==> src/rtl/wbc_pkg.sv <==
package wbc_pkg;
    localparam int ADDR_W = 8;
    localparam int DATA_W = 16;
    localparam int IDX_W  = 2;
    localparam int TAG_W  = ADDR_W - IDX_W;
    localparam int NLINES = 1 << IDX_W;
    localparam int CNT_W  = 3;

    typedef enum logic [1:0] {
        LN_INV = 2'd0,
        LN_RDB = 2'd1,
        LN_FW  = 2'd2,
        LN_LOC = 2'd3
    } ln_st_t;

    typedef enum logic [1:0] {
        BOP_RD  = 2'd0,
        BOP_WR  = 2'd1,
        BOP_INV = 2'd2
    } bop_t;

    typedef struct packed {
        logic [TAG_W-1:0]  tag;
        logic [DATA_W-1:0] data;
        ln_st_t            st;
        logic [CNT_W-1:0]  cnt;
    } line_t;

    function automatic logic [IDX_W-1:0] idx_of(input logic [ADDR_W-1:0] a);
        return a[IDX_W-1:0];
    endfunction

    function automatic logic [TAG_W-1:0] tag_of(input logic [ADDR_W-1:0] a);
        return a[ADDR_W-1:IDX_W];
    endfunction
endpackage

==> src/rtl/wbc_store.sv <==
module wbc_store
    import wbc_pkg::*;
(
    input  logic             clk,
    input  logic             rst,
    input  logic             sw_en,
    input  logic [IDX_W-1:0] sw_idx,
    input  line_t            sw_line,
    input  logic             cw_en,
    input  logic [IDX_W-1:0] cw_idx,
    input  line_t            cw_line,
    input  logic [IDX_W-1:0] s_idx,
    input  logic [IDX_W-1:0] c_idx,
    output line_t            s_line,
    output line_t            c_line
);
    line_t lines [NLINES];

    // Snoop updates take precedence on a shared index.
    for (genvar g = 0; g < NLINES; g++) begin : g_line
        always_ff @(posedge clk) begin
            if (rst) begin
                lines[g] <= '0;
            end else if (sw_en && sw_idx == IDX_W'(g)) begin
                lines[g] <= sw_line;
            end else if (cw_en && cw_idx == IDX_W'(g)) begin
                lines[g] <= cw_line;
            end
        end
    end

    assign s_line = lines[s_idx];
    assign c_line = lines[c_idx];
endmodule

==> src/rtl/wbc_snoop.sv <==
module wbc_snoop
    import wbc_pkg::*;
(
    input  logic              clk,
    input  logic              rst,
    input  logic              snp_valid,
    input  logic [1:0]        snp_op,
    input  logic [ADDR_W-1:0] snp_addr,
    input  logic [DATA_W-1:0] snp_data,
    input  logic              snp_abort,
    input  line_t             cur,
    output logic              upd_en,
    output line_t             upd_line,
    output logic              kill,
    output logic [DATA_W-1:0] wb_data
);
    logic hit;

    always_comb begin
        hit      = snp_valid && (cur.tag == tag_of(snp_addr));
        upd_en   = 1'b0;
        upd_line = cur;
        kill     = 1'b0;
        wb_data  = cur.data;
        if (hit) begin
            case (bop_t'(snp_op))
                BOP_RD: begin
                    if (cur.st == LN_LOC) begin
                        kill         = 1'b1;
                        upd_en       = 1'b1;
                        upd_line.st  = LN_RDB;
                        upd_line.cnt = '0;
                    end else if (!snp_abort) begin
                        upd_en       = 1'b1;
                        upd_line.cnt = '0;
                        if (cur.st != LN_FW) begin
                            upd_line.data = snp_data;
                            upd_line.st   = LN_RDB;
                        end
                    end
                end
                BOP_WR: begin
                    if (!snp_abort) begin
                        upd_en        = 1'b1;
                        upd_line.data = snp_data;
                        upd_line.st   = LN_RDB;
                        upd_line.cnt  = '0;
                    end
                end
                BOP_INV: begin
                    if (!snp_abort) begin
                        upd_en       = 1'b1;
                        upd_line.st  = LN_INV;
                        upd_line.cnt = '0;
                    end
                end
                default: ;
            endcase
        end
    end


    owner_demote_chk: assert property (@(posedge clk) disable iff (rst)
        (snp_valid && snp_op == 2'd0 && $past(snp_valid) && $past(snp_kill_q())
         && snp_addr == $past(snp_addr)) |-> !kill);

    function automatic logic snp_kill_q();
        return kill;
    endfunction
endmodule

==> src/rtl/wbc_ctrl.sv <==
module wbc_ctrl
    import wbc_pkg::*;
#(
    parameter int WR_THRESH = 2
) (
    input  logic              clk,
    input  logic              rst,
    input  logic              cpu_req,
    input  logic              cpu_we,
    input  logic [ADDR_W-1:0] cpu_addr,
    input  logic [DATA_W-1:0] cpu_wdata,
    output logic              cpu_ack,
    output logic [DATA_W-1:0] cpu_rdata,
    input  line_t             cur,
    input  logic              snp_busy,
    output logic              bus_req,
    output logic [1:0]        bus_op,
    output logic [ADDR_W-1:0] bus_addr,
    output logic [DATA_W-1:0] bus_wdata,
    input  logic              bus_gnt,
    input  logic              bus_abort,
    input  logic [DATA_W-1:0] bus_rdata,
    output logic              wr_en,
    output line_t             wr_line
);
    typedef enum logic [1:0] {C_IDLE, C_BUS, C_ACK} cst_t;
    localparam logic [CNT_W-1:0] THR = CNT_W'(WR_THRESH);

    cst_t              st_q, st_d;
    logic [DATA_W-1:0] rdata_q, rdata_d;
    logic [TAG_W-1:0]  tag;
    logic              hit, need_wb, reach, done;
    logic [CNT_W-1:0]  base_cnt, nxt_cnt;
    bop_t              op;

    always_comb begin
        tag      = tag_of(cpu_addr);
        hit      = (cur.tag == tag) && (cur.st != LN_INV);
        need_wb  = (cur.tag != tag) && (cur.st == LN_LOC);
        base_cnt = (hit && cur.st == LN_FW) ? cur.cnt : '0;
        nxt_cnt  = base_cnt + CNT_W'(1);
        reach    = nxt_cnt >= THR;
        done     = bus_gnt && !bus_abort;
        st_d      = st_q;
        rdata_d   = rdata_q;
        wr_en     = 1'b0;
        wr_line   = cur;
        bus_req   = 1'b0;
        op        = BOP_RD;
        bus_addr  = cpu_addr;
        bus_wdata = cpu_wdata;
        cpu_ack   = 1'b0;
        case (st_q)
            C_IDLE: begin
                if (cpu_req && !snp_busy) begin
                    if (!cpu_we && hit) begin
                        rdata_d = cur.data;
                        st_d    = C_ACK;
                    end else if (cpu_we && hit && cur.st == LN_LOC) begin
                        wr_en        = 1'b1;
                        wr_line.data = cpu_wdata;
                        st_d         = C_ACK;
                    end else begin
                        st_d = C_BUS;
                    end
                end
            end
            C_BUS: begin
                bus_req = 1'b1;
                if (need_wb) begin
                    op        = BOP_WR;
                    bus_addr  = {cur.tag, idx_of(cpu_addr)};
                    bus_wdata = cur.data;
                    if (done) begin
                        wr_en       = 1'b1;
                        wr_line.tag = tag;
                        wr_line.st  = LN_INV;
                        wr_line.cnt = '0;
                    end
                end else if (!cpu_we) begin
                    op = BOP_RD;
                    if (done) begin
                        wr_en        = 1'b1;
                        wr_line.tag  = tag;
                        wr_line.data = bus_rdata;
                        wr_line.st   = LN_RDB;
                        wr_line.cnt  = '0;
                        rdata_d      = bus_rdata;
                        st_d         = C_ACK;
                    end
                end else begin
                    op = reach ? BOP_INV : BOP_WR;
                    if (done) begin
                        wr_en        = 1'b1;
                        wr_line.tag  = tag;
                        wr_line.data = cpu_wdata;
                        wr_line.st   = reach ? LN_LOC : LN_FW;
                        wr_line.cnt  = nxt_cnt;
                        st_d         = C_ACK;
                    end
                end
            end
            default: begin
                cpu_ack = 1'b1;
                st_d    = C_IDLE;
            end
        endcase
    end

    assign bus_op    = op;
    assign cpu_rdata = rdata_q;

    always_ff @(posedge clk) begin
        if (rst) begin
            st_q    <= C_IDLE;
            rdata_q <= '0;
        end else begin
            st_q    <= st_d;
            rdata_q <= rdata_d;
        end
    end


    req_hold_chk: assert property (@(posedge clk) disable iff (rst)
        (bus_req && !bus_gnt) |=> bus_req);

    abort_retry_chk: assert property (@(posedge clk) disable iff (rst)
        (bus_req && bus_gnt && bus_abort) |=> bus_req);

    ack_pulse_chk: assert property (@(posedge clk) disable iff (rst)
        cpu_ack |=> !cpu_ack);

    inv_from_fw_chk: assert property (@(posedge clk) disable iff (rst)
        (bus_req && bus_op == 2'd2) |-> (cpu_we && cur.st == LN_FW));

    wb_then_op_chk: assert property (@(posedge clk) disable iff (rst)
        (bus_req && bus_gnt && !bus_abort && bus_addr != cpu_addr) |=> bus_req);
endmodule

==> src/rtl/wbc_cache.sv <==
module wbc_cache
    import wbc_pkg::*;
#(
    parameter int WR_THRESH = 2
) (
    input  logic        clk,
    input  logic        rst,
    input  logic        cpu_req,
    input  logic        cpu_we,
    input  logic [7:0]  cpu_addr,
    input  logic [15:0] cpu_wdata,
    output logic        cpu_ack,
    output logic [15:0] cpu_rdata,
    output logic        bus_req,
    output logic [1:0]  bus_op,
    output logic [7:0]  bus_addr,
    output logic [15:0] bus_wdata,
    input  logic        bus_gnt,
    input  logic        bus_abort,
    input  logic [15:0] bus_rdata,
    input  logic        snp_valid,
    input  logic [1:0]  snp_op,
    input  logic [7:0]  snp_addr,
    input  logic [15:0] snp_data,
    input  logic        snp_abort,
    output logic        snp_kill,
    output logic [15:0] snp_wb_data
);
    line_t s_line, c_line, sw_line, cw_line;
    logic  sw_en, cw_en, snp_busy;

    assign snp_busy = snp_valid && (idx_of(snp_addr) == idx_of(cpu_addr));

    wbc_store u_store (
        .clk     (clk),
        .rst     (rst),
        .sw_en   (sw_en),
        .sw_idx  (idx_of(snp_addr)),
        .sw_line (sw_line),
        .cw_en   (cw_en),
        .cw_idx  (idx_of(cpu_addr)),
        .cw_line (cw_line),
        .s_idx   (idx_of(snp_addr)),
        .c_idx   (idx_of(cpu_addr)),
        .s_line  (s_line),
        .c_line  (c_line)
    );

    wbc_snoop u_snoop (
        .clk       (clk),
        .rst       (rst),
        .snp_valid (snp_valid),
        .snp_op    (snp_op),
        .snp_addr  (snp_addr),
        .snp_data  (snp_data),
        .snp_abort (snp_abort),
        .cur       (s_line),
        .upd_en    (sw_en),
        .upd_line  (sw_line),
        .kill      (snp_kill),
        .wb_data   (snp_wb_data)
    );

    wbc_ctrl #(.WR_THRESH(WR_THRESH)) u_ctrl (
        .clk       (clk),
        .rst       (rst),
        .cpu_req   (cpu_req),
        .cpu_we    (cpu_we),
        .cpu_addr  (cpu_addr),
        .cpu_wdata (cpu_wdata),
        .cpu_ack   (cpu_ack),
        .cpu_rdata (cpu_rdata),
        .cur       (c_line),
        .snp_busy  (snp_busy),
        .bus_req   (bus_req),
        .bus_op    (bus_op),
        .bus_addr  (bus_addr),
        .bus_wdata (bus_wdata),
        .bus_gnt   (bus_gnt),
        .bus_abort (bus_abort),
        .bus_rdata (bus_rdata),
        .wr_en     (cw_en),
        .wr_line   (cw_line)
    );


    tag_miss_chk: assert property (@(posedge clk) disable iff (rst)
        (snp_valid && s_line.tag != tag_of(snp_addr)) |-> !snp_kill);
endmodule

==> config.mk <==
export PLATFORM = sky130hd
export DESIGN_NAME = wbc_cache
export DESIGN_NICKNAME = d
export VERILOG_FILES = /design/src/rtl/wbc_pkg.sv /design/src/rtl/wbc_store.sv /design/src/rtl/wbc_snoop.sv /design/src/rtl/wbc_ctrl.sv /design/src/rtl/wbc_cache.sv
export SDC_FILE = /design/constraint.sdc
export NUM_CORES = 1
export LEC_CHECK = 0
export BUFFER_PORTS_ARGS = -buffer_cell sky130_fd_sc_hd__buf_4
export CORE_MARGIN = 5
export CORE_UTILIZATION = 58
export CTS_CLUSTER_DIAMETER = 80
export DETAILED_ROUTE_END_ITERATION = 10
export GPL_ROUTABILITY_DRIVEN = 0
export GPL_TIMING_DRIVEN = 0
export HOLD_SLACK_MARGIN = 0.12
export PLACE_DENSITY = 0.81
export REMOVE_ABC_BUFFERS = 1
export SLEW_MARGIN = 10
export SYNTH_ARGS = -nofsm -noshare
export SYNTH_HDL_FRONTEND = slang
export SYNTH_HIERARCHICAL = 1
export SYNTH_SLANG_ARGS = --single-unit
==> constraint.sdc <==
create_clock -name clk -period 5.2 [get_ports clk]
set_clock_uncertainty 0.15 [all_clocks]
set_input_delay 0.26 -clock clk [delete_from_list [all_inputs] [get_ports clk]]
set_output_delay 0.26 -clock clk [all_outputs]
set_load 0.01 [all_outputs]
==> results of run 1 <==
## logic make-up (layout without fill, tap and decap cells)
logic type | after synthesis | in the layout | synth area share, %
simple gates | 125 | 125 | 9.94
xor+xnor | 14 | 14 | 1.48
flops | 126 | 126 | 41.0
mux | 99 | 99 | 20.2
buf+inv | 92 | 191 | 7.06
fa+ha+maj | 7 | 7 | 0.968
compound gates | 205 | 205 | 19.4
## sequential cells by signal, summed over array words and instances, names as in the netlist
name	cells
u_store/lines	108
u_ctrl/st_q	2
u_ctrl/cpu_rdata	16
## final cells by class
| class | count | area [µm²] |
|---|---|---|
| clock buffer | 23 | 448 |
| clock inverter | 9 | 95.1 |
| fill | 1019 | 4770 |
| inverter | 9 | 33.8 |
| multi-input combinational | 450 | 4620 |
| sequential | 126 | 3600 |
| tap | 188 | 235 |
| timing repair buffer | 150 | 1230 |
## power groups by stage
stage | registers (µW) | logic (µW) | clock network (µW)
2_1_floorplan | 1170 | 288 | 0
3_3_place_gp | 1170 | 485 | 0
3_5_place_dp | 1180 | 506 | 0
4_1_cts | 1160 | 513 | 1120
5_1_grt | 1160 | 548 | 1160
6_report | 1160 | 520 | 1120
## worst min path at each step
stage / to / slack, ns / cells after the start
after floorplan: u_ctrl/cpu_rdata[0] / 0.18 / 1
after global placement: u_ctrl/cpu_rdata[10] / 0.31 / 2
after detailed placement: u_ctrl/cpu_rdata[14] / 0.32 / 2
after CTS: u_ctrl/cpu_rdata[10] / 0.13 / 4
after global routing: u_ctrl/cpu_rdata[14] / 0.15 / 4
final: u_ctrl/cpu_rdata[7] / 0.14 / 4
## cell usage in the layout (no fill, tap or decap), types with 5 or more instances in the layout
cell type,netlist,routed
sky130_fd_sc_hd__buf_4,37,134
sky130_fd_sc_hd__a22o_1,126,126
sky130_fd_sc_hd__edfxtp_1,108,108
sky130_fd_sc_hd__mux4_2,54,54
sky130_fd_sc_hd__nor2b_1,36,36
sky130_fd_sc_hd__o21ai_0,23,23
sky130_fd_sc_hd__a21oi_1,20,20
sky130_fd_sc_hd__mux2_4,19,19
sky130_fd_sc_hd__nor3b_1,18,18
sky130_fd_sc_hd__dfxtp_1,18,18
sky130_fd_sc_hd__clkbuf_16,0,17
sky130_fd_sc_hd__mux2i_1,17,17
sky130_fd_sc_hd__a221o_1,16,16
sky130_fd_sc_hd__or3_1,16,16
sky130_fd_sc_hd__xnor2_1,12,12
sky130_fd_sc_hd__nand2_1,10,9
sky130_fd_sc_hd__inv_1,9,9
sky130_fd_sc_hd__mux2_2,9,9
sky130_fd_sc_hd__clkbuf_1,12,6
sky130_fd_sc_hd__dlygate4sd3_1,0,6
sky130_fd_sc_hd__ha_1,6,6
sky130_fd_sc_hd__nor3_1,5,5
## critical path, stage by stage
cell and delay [ns]:
sky130_fd_sc_hd__buf_4 0.52, sky130_fd_sc_hd__mux4_2 0.66, sky130_fd_sc_hd__xnor2_1 0.21, sky130_fd_sc_hd__nand3_1 0.31, sky130_fd_sc_hd__nor4_1 0.93, sky130_fd_sc_hd__and3b_2 0.92, sky130_fd_sc_hd__or3b_2 0.87
## metal layers
metal | vias up | GRT usage, %
li1 | 2892 | -
met1 | 3441 | 37.3
met2 | 580 | 48.7
met3 | 85 | 6.95
met4 | 0 | 13.3
met5 | - | 0
## timing repair
action,in CTS,in global routing
endpoints found under the setup margin,0,0
hold buffers,6,0
endpoints found under the hold margin,6,0
## stage by stage
stage                     util [%]  instance area [µm²]  power [µW]  worst slack, ns  std cells
final                         68.3                10300        2790            0.386        955
after global routing          68.3                10300        2870            0.211        955
after CTS                     68.3                10300        2790            0.499        955
after detailed placement      64.3                 9660        1680           0.0676        917
after global placement        62.8                 9440        1660            -2.38        907
after floorplan                  -                 8200        1460            0.617        585
==> parameters.txt, run 1 <==
Parameter                              Value

Die
  Io pins ... between 100 and 150
  FP Rows ... 45
  Core box area ... 15000 µm²
  Die Span X ... 133 µm
  Die height ... around 130 µm
  Area of the die ... around 18000 µm²
  Effective utilization at floorplan ... 58.5%

Layout
  Antenna diodes ... 0
  Share of layout cells above drive strength 1 ... approximately 37%
  P&R area growth vs syn ... 16.8%
  Number of nets in the final layout ... 834

Drt
  Initial detailed-routing violation count ... ~1000
  Met1 wire length ... between 9000 and 10000 µm
  Total length of routed met2 wires ... 13100 µm
  Drt drc ... 0
  Max layer used ... met4
  Number of vias after detailed routing ... 6998
  Vias per Instance ... approximately 7.3
  WL final ... between 20000 and 30000 µm
  Final routed wire length divided by cell count ... 27.7 µm
  Final ANT Viol Nets ... 0
  Met3 WL post-DR ... 3160 µm
  Number of iterations in the first detailed-routing pass ... 5

GRT
  GRT Overall Usage ... just under 30%
  Wire length of the first global-routing pass ... 40400 µm
  Number of global-route vias before repair ... 7390
  Initial antenna violation count ... 0
  Pin count of the biggest net entering global routing ... 54
  GR Overflow Total ... 0

Pwr
  Int Pwr ... between 2000 and 2500 µW
  Relative contribution of combinational cells to total power ... roughly a fifth
  Switching Share ... 25.9%
  Clock group share of total power ... 39.9%
  Peak supply drop ... around 0.26 mV
  Part of the total power dissipated in sequential elements ... between 40% and 50%
  Pwr Density ... 272 nW/µm²
  Leakage ... 0.00385 µW
  Power spent charging and discharging nets ... ~720 µW

STA
  Final hold viol count ... 0
  Worst hold slack across all endpoints ... 0.144 ns
  Final Slew Violations ... 0
  Highest clock frequency the design can meet ... between 200 and 250 MHz
  Total setup violations reported at the end of the flow ... 0
  Final Critical Period ... between 4 and 5 ns
  Worst slew margin relative to its limit ... 26.2%
  RSZ-0062 raised after global routing ... no
  Least-Margin Pin Slew ... 1.11 ns
  Setup Total Neg Slack ... 0 ns
  Final clock period utilization by the worst path ... 92.6%

Clock tree
  Post-CTS Setup Bufs ... 0
  Cell at the root of the clock tree ... sky130_fd_sc_hd__clkbuf_16
  Buffers from clock root to sink, at most ... 2
  Clock H-tree levels ... 4
  Clock Latency Late Sink ... 0.42 ns
  Post-cts repair resize count ... 0
  CTS tree ... done
  Clk sinks ... 126
  Clock transition at the registers of the reported paths ... 0.05 ns
  Clock buffers created by TritonCTS ... 17

Setup path
  Critical path start-end classification ... primary input to flip-flop
  Data required time at the worst endpoint ... around 5.1 ns
  Sort of element at the end of the critical path ... flip-flop
  Startpoint of the most critical register-to-register path ... u_store/lines[2][24]
  Worst Path Arrival ... 4.70 ns
  Critical Path End ... u_store/lines[2][11]
  Critical path startpoint ... snp_addr[0]
  Destination of the worst register-to-register timing path ... u_store/lines[2][11]
  Setup slack, reg-to-reg ... about 0.48 ns
  Launching element type of the critical path ... primary input
  R2r worst-path depth ... 6
  Maximum net fanout on the critical path ... 33

Synth
  Most frequent cell after synthesis ... sky130_fd_sc_hd__a22o_1
  Async set-reset flop share out of synthesis ... 0%
  Count of state elements after synthesis ... between 100 and 150
  Most frequently used flop master after synthesis ... sky130_fd_sc_hd__edfxtp_1
  Area share of the largest cell type after synthesis ... 36.9%
  Summed instance area of the synthesized netlist ... 8790 µm²
  Synth warnings ... 6
  Cell types with the largest area share after synthesis ... sky130_fd_sc_hd__edfxtp_1 37%, sky130_fd_sc_hd__mux4_2 14%, sky130_fd_sc_hd__a22o_1 13%
  Top cells by count, synth ... 126 x sky130_fd_sc_hd__a22o_1, 108 x sky130_fd_sc_hd__edfxtp_1, 54 x sky130_fd_sc_hd__mux4_2
  Number of enable flip-flop cells after synthesis ... 108
  Most area-hungry cell type in the Yosys netlist ... sky130_fd_sc_hd__edfxtp_1
  Syn avg cell area ... 13.2 µm²
  Portion of the post-synthesis area used by sequential elements ... 41.0%
  Number of library cell types mapped by synthesis ... 74
  Synthesized instance count ... 668

Hold path
  Startpoint of the lowest-slack hold path ... bus_rdata[7]
  Worst hold-check path type ... primary input to flip-flop

Flow run
  # Max-Cap Violations ... 0

Outcome
  Run status ... finished, final reports clean

Place
  HPWL after DPL ... 16200 µm
  Port Buf Inserts ... 134
Power figures use the tool's default switching activity.
==> run 2: changes to the inputs <==
CORE_UTILIZATION = 45   (was 58)
PLACE_DENSITY = 0.66   (was 0.81)
==> parameters.txt, run 2 (synthesis results as in run 1) <==
Parameter                              Value

Clock tree
  Post-CTS Setup Bufs ... 0
  Post-cts repair resize count ... 0
  Clock buffers created by TritonCTS ... 17
  Clock transition at the registers of the reported paths ... approximately 0.060 ns
  Buffers from clock root to sink, at most ... 2
  Clock Latency Late Sink ... 0.43 ns
  CTS tree ... done
  Clock H-tree levels ... 4
  Cell at the root of the clock tree ... sky130_fd_sc_hd__clkbuf_16
  Clk sinks ... about 130

Setup path
  CP peak stage delay ... 0.90 ns
  Sort of element at the end of the critical path ... flip-flop
  Crit-path slowest cell ... sky130_fd_sc_hd__or3b_2
  Worst Path Arrival ... 4.73 ns
  Data required time at the worst endpoint ... between 5 and 6 ns
  Cell-by-cell listing of the critical path ... buf_4, mux4_2, xnor2_1, nand3_1, nor4_1, and3b_2, or3b_2
  Launching element type of the critical path ... primary input
  Maximum net fanout on the critical path ... 33
  Critical path start-end classification ... primary input to flip-flop

Flow run
  # Max-Cap Violations ... 0

Layout
  Commonest cells after routing, fill and taps aside ... 134 x sky130_fd_sc_hd__buf_4, 126 x sky130_fd_sc_hd__a22o_1, 108 x sky130_fd_sc_hd__edfxtp_1, 54 x sky130_fd_sc_hd__mux4_2, 36 x sky130_fd_sc_hd__nor2b_1
  Register with the highest flop count ... u_store/lines
  Antenna diodes ... 0
  Fraction of the core area covered by cells at the end of the flow ... a little over half
  Max reg flops ... 108
  Number of nets in the final layout ... 835
  Most common cell after layout, fill and taps aside ... sky130_fd_sc_hd__buf_4
  P&R area growth vs syn ... 19.4%
  Share of layout cells above drive strength 1 ... 38.2%
  Post-layout instance count excluding filler cells ... 1033

STA
  Final clock period utilization by the worst path ... 93.1%
  Final Slew Violations ... 0
  RSZ-0062 raised after global routing ... no
  Final Critical Period ... 4.84 ns
  Final hold viol count ... 0
  Total setup violations reported at the end of the flow ... 0
  Worst slew margin relative to its limit ... 28.9%
  Least-Margin Pin Slew ... 1.07 ns
  Worst hold slack across all endpoints ... 0.132 ns
  Setup Total Neg Slack ... 0 ns
  Highest clock frequency the design can meet ... 207 MHz

Drt
  Number of vias after detailed routing ... 6788
  Initial detailed-routing violation count ... 716
  Vias per Instance ... around 6.6
  Final ANT Viol Nets ... 0
  Number of iterations in the first detailed-routing pass ... 5
  Drt drc ... 0
  Final routed wire length divided by cell count ... 26.6 µm
  WL final ... around 28000 µm

Die
  Die height ... 150 µm
  Die Span X ... 150 µm
  FP Rows ... between 50 and 60
  Io pins ... 135
  Effective utilization at floorplan ... 45.5%
  Core box area ... approximately 19000 µm²
  Area of the die ... roughly 22000 µm²

Pwr
  Pwr Density ... 277 nW/µm²
  Power Total ... 2900 µW
  Leakage ... 0.00392 µW
  Peak supply drop ... 0.211 mV

GRT
  GRT Overall Usage ... ~24%
  GR Overflow Total ... 0
  Initial antenna violation count ... 0
  Number of global-route vias before repair ... 7152
  Wire length of the first global-routing pass ... around 40000 µm
  Pin count of the biggest net entering global routing ... 54

Hold path
  Worst hold-check path type ... primary input to flip-flop

Outcome
  Run status ... finished, final reports clean

Place
  HPWL after DPL ... 17200 µm
  Port Buf Inserts ... ~130
  Number of placed cells counting well taps ... 998
run 2: cell count changes in the layout (fill, tap and decap cells not counted):
cell | before | now
sky130_fd_sc_hd__dlygate4sd3_1 | 6 | 3
sky130_fd_sc_hd__clkinv_1 | 2 | 0
sky130_fd_sc_hd__clkinvlp_4 | 1 | 3
sky130_fd_sc_hd__clkbuf_8 | 0 | 2
sky130_fd_sc_hd__buf_16 | 2 | 6
sky130_fd_sc_hd__clkinv_2 | 4 | 6
sky130_fd_sc_hd__clkbuf_1 | 6 | 1
sky130_fd_sc_hd__bufinv_16 | 2 | 3
run 2: layout make-up:
type                       count  area (µm²)
tap                          265         332
timing repair buffer         151        1310
clock inverter                12         143
multi-input combinational    450        4620
sequential                   126        3600
fill                        1592        8840
clock buffer                  20         457
inverter                       9        33.8
run 2: critical path, delay by kind of cell:
family | cells | cell delay (ns)
simple gates | 4 | 2.98
xor+xnor | 1 | 0.24
mux | 1 | 0.66
buf+inv | 1 | 0.54
run 2: layer usage:
metal / share of wire (%) / wire length (µm) / global-route usage [%]
met5: 0 / 0 / 0
met4: 3.5 / 951 / 10.2
met3: 8.8 / 2420 / 5.54
met2: 51 / 14000 / 43.4
met1: 37 / 10100 / 28.6
run 2: worst paths after layout:
path                              from                   end  slack (ns)  cells past startpoint
hold / removal           bus_rdata[15]  u_ctrl/cpu_rdata[15]        0.13                      4
setup reg to reg  u_store/lines[3][24]  u_store/lines[2][18]        0.47                      6
hold reg to reg    u_ctrl/cpu_rdata[4]   u_ctrl/cpu_rdata[4]        0.33                      2
setup / recovery           snp_addr[0]  u_store/lines[2][18]        0.36                      7
run 2: timing repair:
item | 4_1_cts | 5_1_grt
endpoints found under the setup margin | 0 | 0
endpoints found under the hold margin | 3 | 0
hold buffers | 3 | 0
run 2: power breakdown:
group          switching, µW  total (µW)  internal (µW)
logic                    287         530            243
registers               19.7        1160           1140
clock network            444        1220            773
run 2: through the flow:
stage	area [µm²]	worst slack, ns
6_report	10500	0.361
5_1_grt	10500	0.154
4_1_cts	10500	0.342
3_5_place_dp	9870	-0.0550
3_3_place_gp	9540	-2.85
2_1_floorplan	8200	0.617
==> run 3: changes to the inputs <==
RECOVER_POWER = 50   (was not set)
SLEW_MARGIN = not set   (was 10)
==> parameters.txt, run 3 (synthesis results as in run 1) <==
Parameter                              Value

Layout
  Filler cells ... between 1500 and 2000
  Commonest cells after routing, fill and taps aside ... 126 x sky130_fd_sc_hd__a22o_1, 108 x sky130_fd_sc_hd__edfxtp_1, 96 x sky130_fd_sc_hd__buf_4, 54 x sky130_fd_sc_hd__mux4_2, 44 x sky130_fd_sc_hd__clkbuf_1
  P&R area growth vs syn ... 15.3%
  Register with the highest flop count ... u_store/lines
  Most common cell after layout, fill and taps aside ... sky130_fd_sc_hd__a22o_1
  Number of nets in the final layout ... 830
  Fraction of the core area covered by cells at the end of the flow ... approximately 52%
  Antenna diodes ... 0
  Combined area of the multi-input logic cells ... 4530 µm²
  Share of layout cells above drive strength 1 ... 29.2%
  Max reg flops ... 108
  Seq. cell area ... between 3000 and 4000 µm²

Drt
  Final ANT Viol Nets ... 0
  Initial detailed-routing violation count ... 735
  Number of iterations in the first detailed-routing pass ... 5
  Number of vias after detailed routing ... slightly below 7000
  WL final ... 27200 µm
  Drt drc ... 0
  Final routed wire length divided by cell count ... 26.5 µm
  Vias per Instance ... between 6 and 7

Outcome
  Failing checks ... capacitance limit, slew limit
  Run status ... finished, violations left

Pwr
  Power Total ... 2840 µW
  Leakage ... 0.00364 µW
  Pwr Density ... around 280 nW/µm²
  Peak supply drop ... ~0.21 mV

Clock tree
  Cts-stage hold buffer count ... 4
  Post-cts repair resize count ... 0
  Clk sinks ... 126
  Clock Latency Late Sink ... about 0.42 ns
  CTS tree ... done
  Buffers from clock root to sink, at most ... 2
  Cell at the root of the clock tree ... sky130_fd_sc_hd__clkbuf_16
  Clock H-tree levels ... 4
  Clock transition at the registers of the reported paths ... 0.06 ns
  Clock buffers created by TritonCTS ... 17
  Post-CTS Setup Bufs ... 0

GRT
  Initial antenna violation count ... 0
  Pin count of the biggest net entering global routing ... 54
  Wire length of the first global-routing pass ... about 40000 µm
  Number of global-route vias before repair ... ~7000
  GR Overflow Total ... 0
  GRT Overall Usage ... 24.1%

STA
  Setup Total Neg Slack ... 0 ns
  Final clock period utilization by the worst path ... between 90% and 100%
  Total setup violations reported at the end of the flow ... 0
  Final Slew Violations ... 86
  Final worst-path setup slack ... 0.326 ns
  Worst slew margin relative to its limit ... -15.4%
  Worst hold slack across all endpoints ... approximately 0.14 ns
  Final hold viol count ... 0
  Highest clock frequency the design can meet ... 205 MHz
  Least-Margin Pin Slew ... 1.73 ns
  RSZ-0062 raised after global routing ... no
  Final Critical Period ... 4.87 ns

Setup path
  Sort of element at the end of the critical path ... flip-flop
  Cell-by-cell listing of the critical path ... buf_4, mux4_2, xnor2_1, nand3_1, nor4_1, and3b_2, or3b_2
  Data required time at the worst endpoint ... 5.08 ns
  CP peak stage delay ... 0.91 ns
  Critical path start-end classification ... primary input to flip-flop
  Launching element type of the critical path ... primary input
  Dominant delay contributor by cell family on the critical path ... simple AND/OR/NAND/NOR gates
  Worst Path Arrival ... between 4 and 5 ns
  Maximum net fanout on the critical path ... 33
  Critical path buffers and inverters ... 1
  Crit-path slowest cell ... sky130_fd_sc_hd__and3b_2

Die
  Effective utilization at floorplan ... 45.5%
  Area of the die ... 22400 µm²
  Core box area ... 19300 µm²
  Die Span X ... approximately 150 µm
  Die height ... 150 µm
  FP Rows ... 51
  Io pins ... 135

Place
  Port Buf Inserts ... roughly 130
  Pre-CTS worst setup slack ... -0.377 ns
  HPWL after DPL ... 16600 µm

Flow run
  # Max-Cap Violations ... 4

Hold path
  Worst hold-check path type ... primary input to flip-flop
[run 3: worst reg2reg max path, delay by kind of cell (launching register included)]
kind / cells / cell delay, ns
mux: 1 / 0.54
flops: 1 / 0.39
simple gates: 4 / 3.03
xor+xnor: 1 / 0.25
[run 3: worst paths after layout]
check / startpoint / to / slack [ns] / depth (start not counted)
worst min-delay path: bus_rdata[4] / u_ctrl/cpu_rdata[4] / 0.14 / 4
worst max register to register: u_store/lines[3][24] / u_store/lines[2][14] / 0.44 / 6
worst min register to register: u_ctrl/cpu_rdata[14] / u_ctrl/cpu_rdata[14] / 0.32 / 2
worst max-delay path: snp_addr[0] / u_store/lines[2][14] / 0.33 / 7
[run 3: where the power goes]
| part | internal (µW) | switching, µW | leakage [µW] |
|---|---|---|---|
| Sequential | 1140 | 18.8 | 0.00126 |
| Combinational | 213 | 281 | 0.00210 |
| Clock | 762 | 428 | 0.000283 |
| Total | 2110 | 728 | 0.00364 |
[run 3: metrics by stage]
stage,area (µm²),instances
after floorplan,8200,585
after global placement,9540,984
after detailed placement,9750,992
after CTS,10400,1028
after global routing,10100,1028
final,10100,1028
[run 3: layer usage]
| layer | share of wire (%) | vias to the layer above | routed length [µm] | track usage, % |
|---|---|---|---|---|
| met5 | 0 | - | 0 | 0 |
| met4 | 2.5 | 0 | 685 | 10.2 |
| met3 | 8.2 | 57 | 2230 | 4.24 |
| met2 | 51 | 387 | 13900 | 41.9 |
| met1 | 38 | 3425 | 10400 | 29.5 |
| li1 | - | 2895 | - | - |
[run 3: layout make-up]
class                      instances  area share, %
clock inverter                     8           1.12
inverter                           9          0.333
sequential                       126           35.6
clock buffer                      24           4.56
timing repair buffer             146           10.4
tap                              265           3.27
multi-input combinational        450           44.7
